**src/rtl/irq_nest_pkg.sv**
```systemverilog
package irq_nest_pkg;

   typedef enum logic [1:0] {
      REG_MASK  = 2'd0,
      REG_CTRL  = 2'd1,
      REG_PEND  = 2'd2,
      REG_SAVED = 2'd3
   } nest_reg_e;

   localparam int CTRL_EN_BIT    = 0;
   localparam int CTRL_OVF_BIT   = 1;
   localparam int CTRL_DEPTH_LSB = 2;

endpackage

```
**src/rtl/irq_nest_prio.sv**
```systemverilog
module irq_nest_prio #(
   parameter int N_SRC = 8,
   localparam int IW   = $clog2(N_SRC)
) (
   input  logic [N_SRC-1:0] cand_i,
   output logic [IW-1:0]    idx_o,
   output logic             vld_o,
   output logic [N_SRC-1:0] above_o
);

   always_comb begin
      idx_o = '0;
      for (int i = 0; i < N_SRC; i++) begin
         if (cand_i[i]) idx_o = IW'(i);
      end
   end

   assign vld_o = |cand_i;

   for (genvar g = 0; g < N_SRC; g++) begin : g_above
      assign above_o[g] = (IW'(g) > idx_o);
   end

endmodule

```
**src/rtl/irq_nest_stack.sv**
```systemverilog
module irq_nest_stack #(
   parameter int W     = 8,
   parameter int DEPTH = 8,
   localparam int CW   = $clog2(DEPTH + 1)
) (
   input  logic          clk,
   input  logic          rst_n,
   input  logic          push_i,
   input  logic          pop_i,
   input  logic [W-1:0]  din_i,
   output logic [W-1:0]  top_o,
   output logic [CW-1:0] depth_o,
   output logic          full_o,
   output logic          empty_o
);

   logic [W-1:0]  slot_q [DEPTH];
   logic [CW-1:0] cnt_q;

   assign full_o  = (cnt_q == CW'(DEPTH));
   assign empty_o = (cnt_q == '0);
   assign depth_o = cnt_q;

   always_ff @(posedge clk or negedge rst_n) begin
      if (!rst_n)                        cnt_q <= '0;
      else if (push_i && !full_o)        cnt_q <= cnt_q + 1'b1;
      else if (pop_i && !empty_o)        cnt_q <= cnt_q - 1'b1;
   end

   for (genvar g = 0; g < DEPTH; g++) begin : g_slot
      always_ff @(posedge clk or negedge rst_n) begin
         if (!rst_n)                                  slot_q[g] <= '0;
         else if (push_i && cnt_q == CW'(g))          slot_q[g] <= din_i;
      end
   end

   always_comb begin
      top_o = '0;
      for (int i = 0; i < DEPTH; i++) begin
         if (cnt_q == CW'(i + 1)) top_o = slot_q[i];
      end
   end

endmodule

```
**src/rtl/irq_nest_mask.sv**
```systemverilog
module irq_nest_mask
   import irq_nest_pkg::*;
#(
   parameter int N_SRC       = 8,
   parameter int STACK_DEPTH = 8,
   localparam int IW         = $clog2(N_SRC),
   localparam int CW         = $clog2(STACK_DEPTH + 1)
) (
   input  logic             clk,
   input  logic             rst_n,
   input  logic [N_SRC-1:0] irq_req_i,
   input  logic             accept_i,
   input  logic             return_i,
   input  logic             cfg_we_i,
   input  logic [1:0]       cfg_addr_i,
   input  logic [N_SRC-1:0] cfg_wdata_i,
   output logic [N_SRC-1:0] cfg_rdata_o,
   output logic             cpu_irq_o,
   output logic [IW-1:0]    sel_idx_o,
   output logic             sel_vld_o,
   output logic             ovf_err_o
);

   if (N_SRC < 2) begin : g_bad_src
      $error("irq_nest_mask: N_SRC must be at least 2");
   end
   if (STACK_DEPTH < 1) begin : g_bad_depth
      $error("irq_nest_mask: STACK_DEPTH must be at least 1");
   end
   if (N_SRC < CTRL_DEPTH_LSB + CW) begin : g_bad_ctrl
      $error("irq_nest_mask: N_SRC too narrow for the control word");
   end

   logic [N_SRC-1:0] pend_q, mask_q, cand, above, saved_top;
   logic             en_q, ovf_q, rest_q;
   logic [CW-1:0]    depth;
   logic             stk_full, stk_empty;
   logic             ret_take, acc_try, push, ovf_set;
   logic             wr_mask, wr_ctrl;

   assign cand = pend_q & mask_q;

   irq_nest_prio #(.N_SRC(N_SRC)) u_prio (
      .cand_i  (cand),
      .idx_o   (sel_idx_o),
      .vld_o   (sel_vld_o),
      .above_o (above)
   );

   assign cpu_irq_o = en_q & sel_vld_o;
   assign ret_take  = return_i & ~stk_empty & ~rest_q;
   assign acc_try   = accept_i & cpu_irq_o & ~ret_take;
   assign push      = acc_try & ~stk_full;
   assign ovf_set   = acc_try & stk_full;
   assign wr_mask   = cfg_we_i & (cfg_addr_i == REG_MASK);
   assign wr_ctrl   = cfg_we_i & (cfg_addr_i == REG_CTRL);

   irq_nest_stack #(.W(N_SRC), .DEPTH(STACK_DEPTH)) u_stack (
      .clk     (clk),
      .rst_n   (rst_n),
      .push_i  (push),
      .pop_i   (rest_q),
      .din_i   (mask_q),
      .top_o   (saved_top),
      .depth_o (depth),
      .full_o  (stk_full),
      .empty_o (stk_empty)
   );

   always_ff @(posedge clk or negedge rst_n) begin
      if (!rst_n) begin
         pend_q <= '0;
         mask_q <= '0;
         en_q   <= 1'b0;
         ovf_q  <= 1'b0;
         rest_q <= 1'b0;
      end else begin
         pend_q <= irq_req_i;
         rest_q <= ret_take;

         if (rest_q)       mask_q <= saved_top;
         else if (push)    mask_q <= mask_q & above;
         else if (wr_mask) mask_q <= cfg_wdata_i;

         if (ret_take)     en_q <= 1'b0;
         else if (wr_ctrl) en_q <= cfg_wdata_i[CTRL_EN_BIT];

         if (ovf_set)                                   ovf_q <= 1'b1;
         else if (wr_ctrl && cfg_wdata_i[CTRL_OVF_BIT]) ovf_q <= 1'b0;
      end
   end

   assign ovf_err_o = ovf_q;

   always_comb begin
      cfg_rdata_o = '0;
      unique case (nest_reg_e'(cfg_addr_i))
         REG_MASK:  cfg_rdata_o = mask_q;
         REG_CTRL: begin
            cfg_rdata_o[CTRL_EN_BIT]               = en_q;
            cfg_rdata_o[CTRL_OVF_BIT]              = ovf_q;
            cfg_rdata_o[CTRL_DEPTH_LSB +: CW]      = depth;
         end
         REG_PEND:  cfg_rdata_o = pend_q;
         REG_SAVED: cfg_rdata_o = saved_top;
         default:   cfg_rdata_o = '0;
      endcase
   end

endmodule

```
**config.mk**
```make
export PLATFORM = sky130hd
export DESIGN_NAME = irq_nest_mask
export DESIGN_NICKNAME = d
export VERILOG_FILES = /design/src/rtl/irq_nest_pkg.sv /design/src/rtl/irq_nest_prio.sv /design/src/rtl/irq_nest_stack.sv /design/src/rtl/irq_nest_mask.sv
export SDC_FILE = /design/constraint.sdc
export NUM_CORES = 1
export LEC_CHECK = 0
export BUFFER_PORTS_ARGS = -buffer_cell sky130_fd_sc_hd__clkbuf_2
export CAP_MARGIN = 25
export CORE_MARGIN = 2
export CORE_UTILIZATION = 60
export DETAILED_ROUTE_END_ITERATION = 12
export PLACE_DENSITY = 0.8
export RECOVER_POWER = 25
export SLEW_MARGIN = 20
export SYNTH_ARGS = -nofsm -noshare
export SYNTH_HDL_FRONTEND = slang
export SYNTH_SLANG_ARGS = --single-unit
```
**constraint.sdc**
```tcl
create_clock -name clk -period 2.8 [get_ports clk]
set_input_delay 0.28 -clock clk [delete_from_list [all_inputs] [get_ports clk]]
set_output_delay 0.28 -clock clk [all_outputs]
set_load 0.01 [all_outputs]
```
# Yosys cells after proc, flatten, opt, wreduce, memory -nomap -nowiden
# Index checks and enable logic that the tools add are counted.
# totals
regBits	87
in_bits	23
out_inout_bits	14
word_cells	96
# classes
addsub	2
magnitude_cmp	8
eq_ne	11
mux	26
bitwise	15
n_reduce_logical	20
# ops
operator	n
two-way mux 8 bit	11
case mux 6 bit (4 select lines)	1
bitwise AND 8 bit	2
== test 4 x 3 -> 1 bit (second input constant)	4
> comparator 3 bit (first input constant)	4
two-way mux 3 bit	4
logical AND 1 bit	11
bitwise AND 1 bit	9
== test 4 x 2 -> 1 bit (second input constant)	2
two-way mux 4 bit	2
OR reduction 8 bit	1
> comparator 1 x 3 -> 1 bit (first input constant)	2
> comparator 2 x 3 -> 1 bit (first input constant)	2
case mux 2 bit (3 select lines)	1
nonzero test 2 bit	3
two-way mux 1 bit	5
adder 4 x 1 -> 4 bit (second input constant)	1
== test 2 bit (second input constant)	2
== test 4 x 1 -> 1 bit (second input constant)	1
== test 4 bit (second input constant)	1
logical NOT 4 bit	1
two-way mux 2 bit	2
NOT 1 bit	4
subtractor 4 x 1 -> 4 bit (second input constant)	1
4 further kinds	5

# Longest topological paths before layout
# Gate-level depths: netlist of run 1.
# depth
word_depth	12
mapped_depth	10
ltp_nobuf	8

# By module
# From an unflattened synthesis of run 1, not the netlist that was laid out.
# unflattened
hier_cells	387
hier_area_um2	4558.1
# by_module_without_submodules
module	instances	cells_each	area_each_um2	seq_area_each_um2
irq_nest_stack	1	279	3350.7	1701.6
irq_nest_mask	1	90	1098.6	475.5
irq_nest_prio	1	18	108.9	0.0

# Worst setup path before layout of run 1
# OpenSTA, ideal clock, no wires.
# synth_timing
path_kind	reg-to-output
from	reg u_stack.cnt_q[0] (netlist: u_stack.depth_o[0])
to	out cfg_rdata_o[0]
arrival_ns	2.121
required_time_ns	2.520
setup_slack_ns	0.399
stages_incl_launch_ff	11
path_buffers	2
path_cell_list	dfrtp_1 > inv_1 > ha_1 > clkbuf_1 > nor2b_1 > clkbuf_1 > a22oi_1 > o32a_1 > o21ai_0 > o221a_2 > mux4_2
# synth_via
elab_chain_len	10
# synth_lines
element	line	source
from (decl)	irq_nest_stack.sv:18	logic [CW-1:0] cnt_q;
from (signal assigned)	irq_nest_stack.sv:26	else if (push_i && !full_o) cnt_q <= cnt_q + 1'b1;
from (signal assigned)	irq_nest_stack.sv:27	else if (pop_i && !empty_o) cnt_q <= cnt_q - 1'b1;
== test 4 x 1 -> 1 bit	irq_nest_stack.sv:40	if (cnt_q == CW'(i + 1)) top_o = slot_q[i];
two-way mux 8 bit (7 in series)	irq_nest_stack.sv:40	
two-way mux 8 bit (*)	irq_nest_stack.sv:40	
case mux 6 bit (4 select lines) (*)	irq_nest_mask.sv:97	unique case (nest_reg_e'(cfg_addr_i))
to (decl)	irq_nest_mask.sv:17	output logic [N_SRC-1:0] cfg_rdata_o,
# Mark *: on every way between the ends. The rest lies on a longest branch, timed or not.

# Final worst setup path of run 1
# layout_timing
from	reg u_stack.cnt_q[1] (netlist: u_stack.depth_o[1])
to	out cfg_rdata_o[5]
# Same word-level chain as after synthesis.

==> metrics.csv, run 1 <==
metric,value,unit
result of the run,"complete, but fails checks",
violations in the final reports,"max-capacitance violations, max-slew violations, negative setup slack",
async set-or-reset flop fraction in the synthesized netlist,100,%
CTS H-tree depth,3,
Die Width,89.5,um
Avg Synthesized Cell Area,11.6,um2
num rows,31,
total clock buffers created by CTS,9,
Critical Path Slowest Stage Cell,sky130_fd_sc_hd__dfrtp_2,
cell mode on critical path,sky130_fd_sc_hd__buf_4,
final hold vios,0,
Top delay family on crit path,flip-flops,
maximum clock frequency,357,MHz
endpoint required time on the critical path,2.52,ns
Synth top area share,49.7,%
drt first pass iters,6,
Switching Fraction,41.6,%
minimum setup slack after placement,0.152,ns
Worst Setup Start Kind,flip-flop,
shortest clock period the worst path allows after layout,2.80,ns
RSZ-0062 raised after global routing,yes,
pin count of the biggest net entering global routing,88,
clock transition time at the flip-flop clock pins of the worst setup and hold paths,0.09,ns
number of cells produced by synthesis,378,
worst slew margin relative to its limit,-42.3,%
first-pass GRT wire length,18.1,mm
Slew Limit Fails,88,
nets@finish,456,
Total Die Area,8000,um2
static power due to leakage,2.40,nW
syn_nets,405,
Layout Area Growth over Synthesis,17.4,%
logic depth of the worst register-to-register path,9,
clock tree buffer depth,2,
total number of yosys warnings,0,
Top-Level Pins,37,
total core area,7180,um2
total DRC errors in the routed layout,0,
top cell types by occurrence after synthesis,"87 x sky130_fd_sc_hd__dfrtp_1, 64 x sky130_fd_sc_hd__mux2_2, 24 x sky130_fd_sc_hd__a21oi_1, 24 x sky130_fd_sc_hd__clkbuf_1, 19 x sky130_fd_sc_hd__o21ai_0",
remaining antenna violation count,0,
Via Count,3618,
slew at the pin closest to its max-slew limit,2.14,ns
kind of critical path,reg -> out,
via density per instance,6.79,
Overflow after GRT,0,
most frequent cell after synthesis,sky130_fd_sc_hd__dfrtp_1,
main flop type after synthesis,sky130_fd_sc_hd__dfrtp_1,
All-Layer GR Usage,31.0,%
critical path peak fanout,7,
Clock power frac,16.4,%
ordered list of cells on the worst path,"buf_4, ha_4, buf_4, nor2b_1, nor3_1, a21oi_2, o31ai_1, mux4_2, clkbuf_2",
Clock Skews,0.00929,ns
Peak supply drop,0.000466,V
Netlist cell types,57,
final weighted congestion in routability-driven placement,0.982,
effective utilization at floorplan,61.1,%
via count of the first global-routing pass,3289,
placed instance area,4740,um2
synthesized area,4380,um2
Skew-Pair Late Insertion Delay,0.36,ns
number of cells traversed by the worst hold path,1,
area of all placed cells without fillers,5140,um2
share of the yosys chip area belonging to registers,49.7,%
largest cells by area after synthesis,"sky130_fd_sc_hd__dfrtp_1 50%, sky130_fd_sc_hd__mux2_2 16%, sky130_fd_sc_hd__a21oi_1 2.7%",
sequential share of power,36.4,%
post-synthesis cell type with the largest combined area,sky130_fd_sc_hd__dfrtp_1,
estimated wirelength of the detail-placed design,7.79,mm
aggregate routed wire length,12.4,mm
quantity of I/O buffers inserted on ports,36,
number of flip-flops and latches in the synthesized netlist,87,
share of layout cells above drive strength 1,43.5,%
Worst Slack Setup Final,-0.00254,ns
# hold bufs at CTS,0,
worst hold path class,in -> reg,
critical path endpoint category,primary output,
sinks on the clock net,87,
power density over the cells,1060,nW/um2
number of DRC markers after the initial detailed-route iteration,506,
Levels on crit path,9,
combinational group share of total power,47.2,%
antenna violations before repair,0,
largest stage delay on the critical path,0.47,ns
CP arrival,2.52,ns
Critical path buffers and inverters,3,
Die Span Y,89.5,um
routed wire length per instance,23.3,um
number of enable-type register cells in the synthesized netlist,0,
internal power,3.17,mW
clock root buffer,sky130_fd_sc_hd__clkbuf_8,
number of setup violations in the final report,1,
final worst path period share,100,%
Net Sw Power,2.26,mW
number of antenna diodes,0,
reported max-cap violation count,1,
clock tree from TritonCTS,yes,
-- per-layer routing --
metal	vias up	wire, um	global-route usage (%)
li1	1515	-	-
met4	0	599	17.4
met5	-	0	0
met1	1779	4980	43.8
met2	262	5500	45.1
met3	62	1320	5.72
-- timing repair --
action | in CTS | in global routing
pin swaps | 1 | 2
endpoints found under the hold margin | 0 | 0
resized for setup | 11 | 29
buffers inserted | 6 | 4
endpoints found under the setup margin | 8 | 8
-- per-stage QoR --
stage	util [%]	total power, mW	std cells	setup TNS (ns)	hold WS [ns]
after floorplan	-	3.27	378	0	-0.0156
after CTS	69.9	5.08	529	-0.0678	0.00930
after detailed placement	66.0	4.07	507	0	0.390
after global placement	66.0	3.99	507	0	0.389
after global routing	71.7	5.66	533	-0.217	-0.000971
final	71.7	5.43	533	-0.00254	0.0166
-- final timing paths --
path                                     from                 end  slack (ns)
max in group asynchronous               rst_n  u_stack.depth_o[3]        0.85
min in group asynchronous               rst_n           pend_q[1]        0.49
hold / removal                   irq_req_i[6]           pend_q[6]        0.02
setup reg to reg           u_stack.depth_o[0]           mask_q[7]        0.22
setup / recovery           u_stack.depth_o[1]      cfg_rdata_o[5]      -0.003
hold reg to reg            u_stack.slot_q[31]  u_stack.slot_q[31]        0.51
-- cells by family (layout without fill, tap and decap cells) --
kind of cell	after synthesis	count (layout)	share of synthesized area [%]
mux	68	68	17.9
xor+xnor	3	3	0.600
simple gates	68	68	9.20
fa+ha+maj	4	4	1.14
flops	87	87	49.7
buf+inv	40	96	3.68
compound gates	108	108	17.8
-- flip-flops by register name, indices dropped and copies added (netlist names) --
register and cells:
en_q 1, mask_q 8, ovf_err_o 1, pend_q 8
rest_q 1, u_stack.depth_o 4, u_stack.slot_q 64
-- cell usage in the layout, fill, tap and decap left out, types with 5 or more instances in the layout --
master / n
sky130_fd_sc_hd__nor3_1: 6
sky130_fd_sc_hd__clkbuf_8: 9
sky130_fd_sc_hd__nor2b_1: 12
sky130_fd_sc_hd__a22o_1: 5
sky130_fd_sc_hd__dfrtp_1: 83
sky130_fd_sc_hd__a22oi_1: 14
sky130_fd_sc_hd__a221oi_1: 9
sky130_fd_sc_hd__buf_4: 28
sky130_fd_sc_hd__inv_1: 10
sky130_fd_sc_hd__o21ai_1: 6
sky130_fd_sc_hd__clkbuf_2: 35
sky130_fd_sc_hd__mux2_2: 64
sky130_fd_sc_hd__nand2_1: 16
sky130_fd_sc_hd__a21oi_2: 5
sky130_fd_sc_hd__o21ai_0: 14
sky130_fd_sc_hd__a21oi_1: 21
sky130_fd_sc_hd__nor2_1: 5
sky130_fd_sc_hd__nand3_2: 5
-- power by group through the flow --
stage          Combinational, mW  Clock [mW]  Sequential (mW)
2_1_floorplan               1.44           0             1.83
3_3_place_gp                2.05           0             1.94
3_5_place_dp                2.11           0             1.96
4_1_cts                     2.26       0.892             1.93
5_1_grt                     2.69       0.954             2.01
6_report                    2.56       0.889             1.98
-- layout make-up --
type	count	area, um2
sequential	87	2180
multi-input combinational	251	2160
fill	472	2030
timing repair buffer	68	437
clock buffer	10	128
tap	99	124
clock inverter	6	70.1
inverter	12	47.5
No activity file was read; power rests on OpenSTA's default activity.
==> run 2: changes to the inputs <==
SKIP_LAST_GASP = 1   (was unset)
==> metrics.csv, run 2 (synthesized netlist as in run 1, its figures left out) <==
metric,value,unit,change
CP arrival,2.53,ns,about the same
Top delay family on crit path,flip-flops,,
total core area,7180,um2,unchanged
Clock Skews,0.0113,ns,+0.00198 ns
"commonest cells after routing, fill and taps aside","83 x sky130_fd_sc_hd__dfrtp_1, 64 x sky130_fd_sc_hd__mux2_2, 35 x sky130_fd_sc_hd__clkbuf_2, 28 x sky130_fd_sc_hd__buf_4, 21 x sky130_fd_sc_hd__a21oi_1",,
number of setup violations in the final report,1,,unchanged
Top-Level Pins,37,,unchanged
share of layout cells above drive strength 1,43.5,%,unchanged
nets@finish,456,,unchanged
Worst Setup Start Kind,flip-flop,,
Peak supply drop,0.000474,V,+1.7%
Overflow after GRT,0,,unchanged
total clock buffers created by CTS,9,,unchanged
final weighted congestion in routability-driven placement,0.982,,unchanged
clock transition time at the flip-flop clock pins of the worst setup and hold paths,0.09,ns,about the same
clock tree buffer depth,2,,unchanged
final hold vios,0,,unchanged
result of the run,"complete, but fails checks",,
ordered list of cells on the worst path,"buf_4, ha_4, buf_4, nor2b_1, nor3_1, a21oi_2, o31ai_1, mux4_2, clkbuf_2",,
routed wire length per instance,23.2,um,-0.16%
Placed Cells incl. Taps,507,,unchanged
num rows,31,,unchanged
All-Layer GR Usage,31.0,%,unchanged
cell mode on critical path,sky130_fd_sc_hd__buf_4,,
launch point of the worst hold path,irq_req_i[6],,
endpoint required time on the critical path,2.52,ns,about the same
antenna violations before repair,0,,unchanged
clock tree from TritonCTS,yes,,
pin count of the biggest net entering global routing,88,,unchanged
RSZ-0062 raised after global routing,yes,,
placed instance area,4740,um2,unchanged
clock root buffer,sky130_fd_sc_hd__clkbuf_8,,
final worst path period share,100,%,+0.33 points
via count of the first global-routing pass,3289,,unchanged
maximum clock frequency,356,MHz,-0.33%
quantity of I/O buffers inserted on ports,36,,unchanged
via density per instance,6.82,,+0.47%
reported max-cap violation count,1,,unchanged
Die Span Y,89.5,um,unchanged
violations in the final reports,"max-capacitance violations, max-slew violations, negative setup slack",,
aggregate routed wire length,12.4,mm,-0.16%
Worst Slack Setup Final,-0.0119,ns,-0.00934 ns
CTS H-tree depth,3,,unchanged
worst hold path class,in -> reg,,
reg-to-reg critical path startpoint,u_stack.depth_o[0],,
kind of critical path,reg -> out,,
Via Count,3635,,+0.47%
Total Die Area,8000,um2,unchanged
critical path peak fanout,7,,unchanged
most frequent standard cell in the layout excluding fill and tap cells,sky130_fd_sc_hd__dfrtp_1,,
remaining antenna violation count,0,,unchanged
Slew Limit Fails,88,,unchanged
estimated wirelength of the detail-placed design,7.79,mm,unchanged
first-pass GRT wire length,18.1,mm,unchanged
post-route core utilization,71.7,%,unchanged
effective utilization at floorplan,61.1,%,unchanged
drt first pass iters,5,,-1
sinks on the clock net,87,,unchanged
number of DRC markers after the initial detailed-route iteration,524,,+3.6%
Critical Path Slowest Stage Cell,sky130_fd_sc_hd__dfrtp_2,,
# hold bufs at CTS,0,,unchanged
shortest clock period the worst path allows after layout,2.81,ns,+0.00934 ns
total DRC errors in the routed layout,0,,unchanged
Layout Area Growth over Synthesis,17.4,%,unchanged
Die Width,89.5,um,unchanged
critical path endpoint category,primary output,,
area of all placed cells without fillers,5140,um2,unchanged
power density over the cells,1060,nW/um2,+0.15%
number of antenna diodes,0,,unchanged
number of flip-flops in the largest register,64,,unchanged
largest stage delay on the critical path,0.47,ns,about the same
worst slew margin relative to its limit,-43.6,%,-1.3 points
register containing the most flip-flops in the final layout,u_stack.slot_q,,
startpoint of the worst setup timing path,u_stack.depth_o[1],,
largest registers,"u_stack.slot_q: 64 flops, mask_q: 8 flops, pend_q: 8 flops",,
Critical path buffers and inverters,3,,unchanged
slew at the pin closest to its max-slew limit,2.15,ns,+0.0195 ns
static power due to leakage,2.40,nW,about the same
final non-filler cell total,533,,unchanged
Skew-Pair Late Insertion Delay,0.37,ns,about the same
[run 2: cell counts in the layout (fill, tap and decap cells not counted)]
Identical to the previous run, type by type.
[run 2: worst register-to-register path, delay by kind of cell, from the launching register on]
family,cells,cell delay (ns)
fa+ha+maj,1,0.21
simple gates,2,0.64
compound gates,4,0.71
buf+inv,2,0.43
flops,1,0.47
[run 2: per-stage QoR]
| stage | worst slack, ns | total power [mW] | hold WS [ns] | TNS [ns] |
|---|---|---|---|---|
| floorplan | 0.399 | 3.27 | -0.0156 | 0 |
| global placement | 0.199 | 3.99 | 0.389 | 0 |
| detailed placement | 0.152 | 4.07 | 0.390 | 0 |
| CTS | -0.0329 | 5.08 | 0.00930 | -0.0678 |
| global route | -0.0792 | 5.66 | -0.000971 | -0.221 |
| finish | -0.0119 | 5.44 | 0.00817 | -0.0119 |
[run 2: final timing paths]
kind	endpoint	slack, ns	depth (start not counted)
worst max register to register	u_stack.depth_o[2]	0.23	9
min in group asynchronous	pend_q[2]	0.50	1
worst min-delay path	pend_q[6]	0.008	1
worst max-delay path	cfg_rdata_o[5]	-0.01	9
worst min register to register	u_stack.slot_q[5]	0.51	1
max in group asynchronous	u_stack.depth_o[3]	0.84	1
[run 2: area by class of cell]
type / count / area (um2)
multi-input combinational: 251 / 2160
fill: 472 / 2030
clock buffer: 10 / 128
timing repair buffer: 68 / 437
clock inverter: 6 / 70.1
tap: 99 / 124
sequential: 87 / 2180
inverter: 12 / 47.5
[run 2: power breakdown]
part           switching (mW)  internal (mW)
clock network           0.481          0.419
registers               0.337           1.64
logic                    1.45           1.11
[run 2: routing by layer]
metal  track usage (%)  vias up  part of all wire, %
met3              5.72       64                  9.9
met4              17.4        0                  5.7
met1              43.8     1789                   41
li1                  -     1514                    -
met2              45.1      268                   44
met5                 0        -                    0
[run 2: timing repair]
| item | in CTS | in global routing |
|---|---|---|
| cloned | 0 | 0 |
| setup buffers | 6 | 4 |
| resized for setup | 11 | 29 |
| pin swaps | 1 | 1 |
| setup endpoints to repair | 8 | 8 |
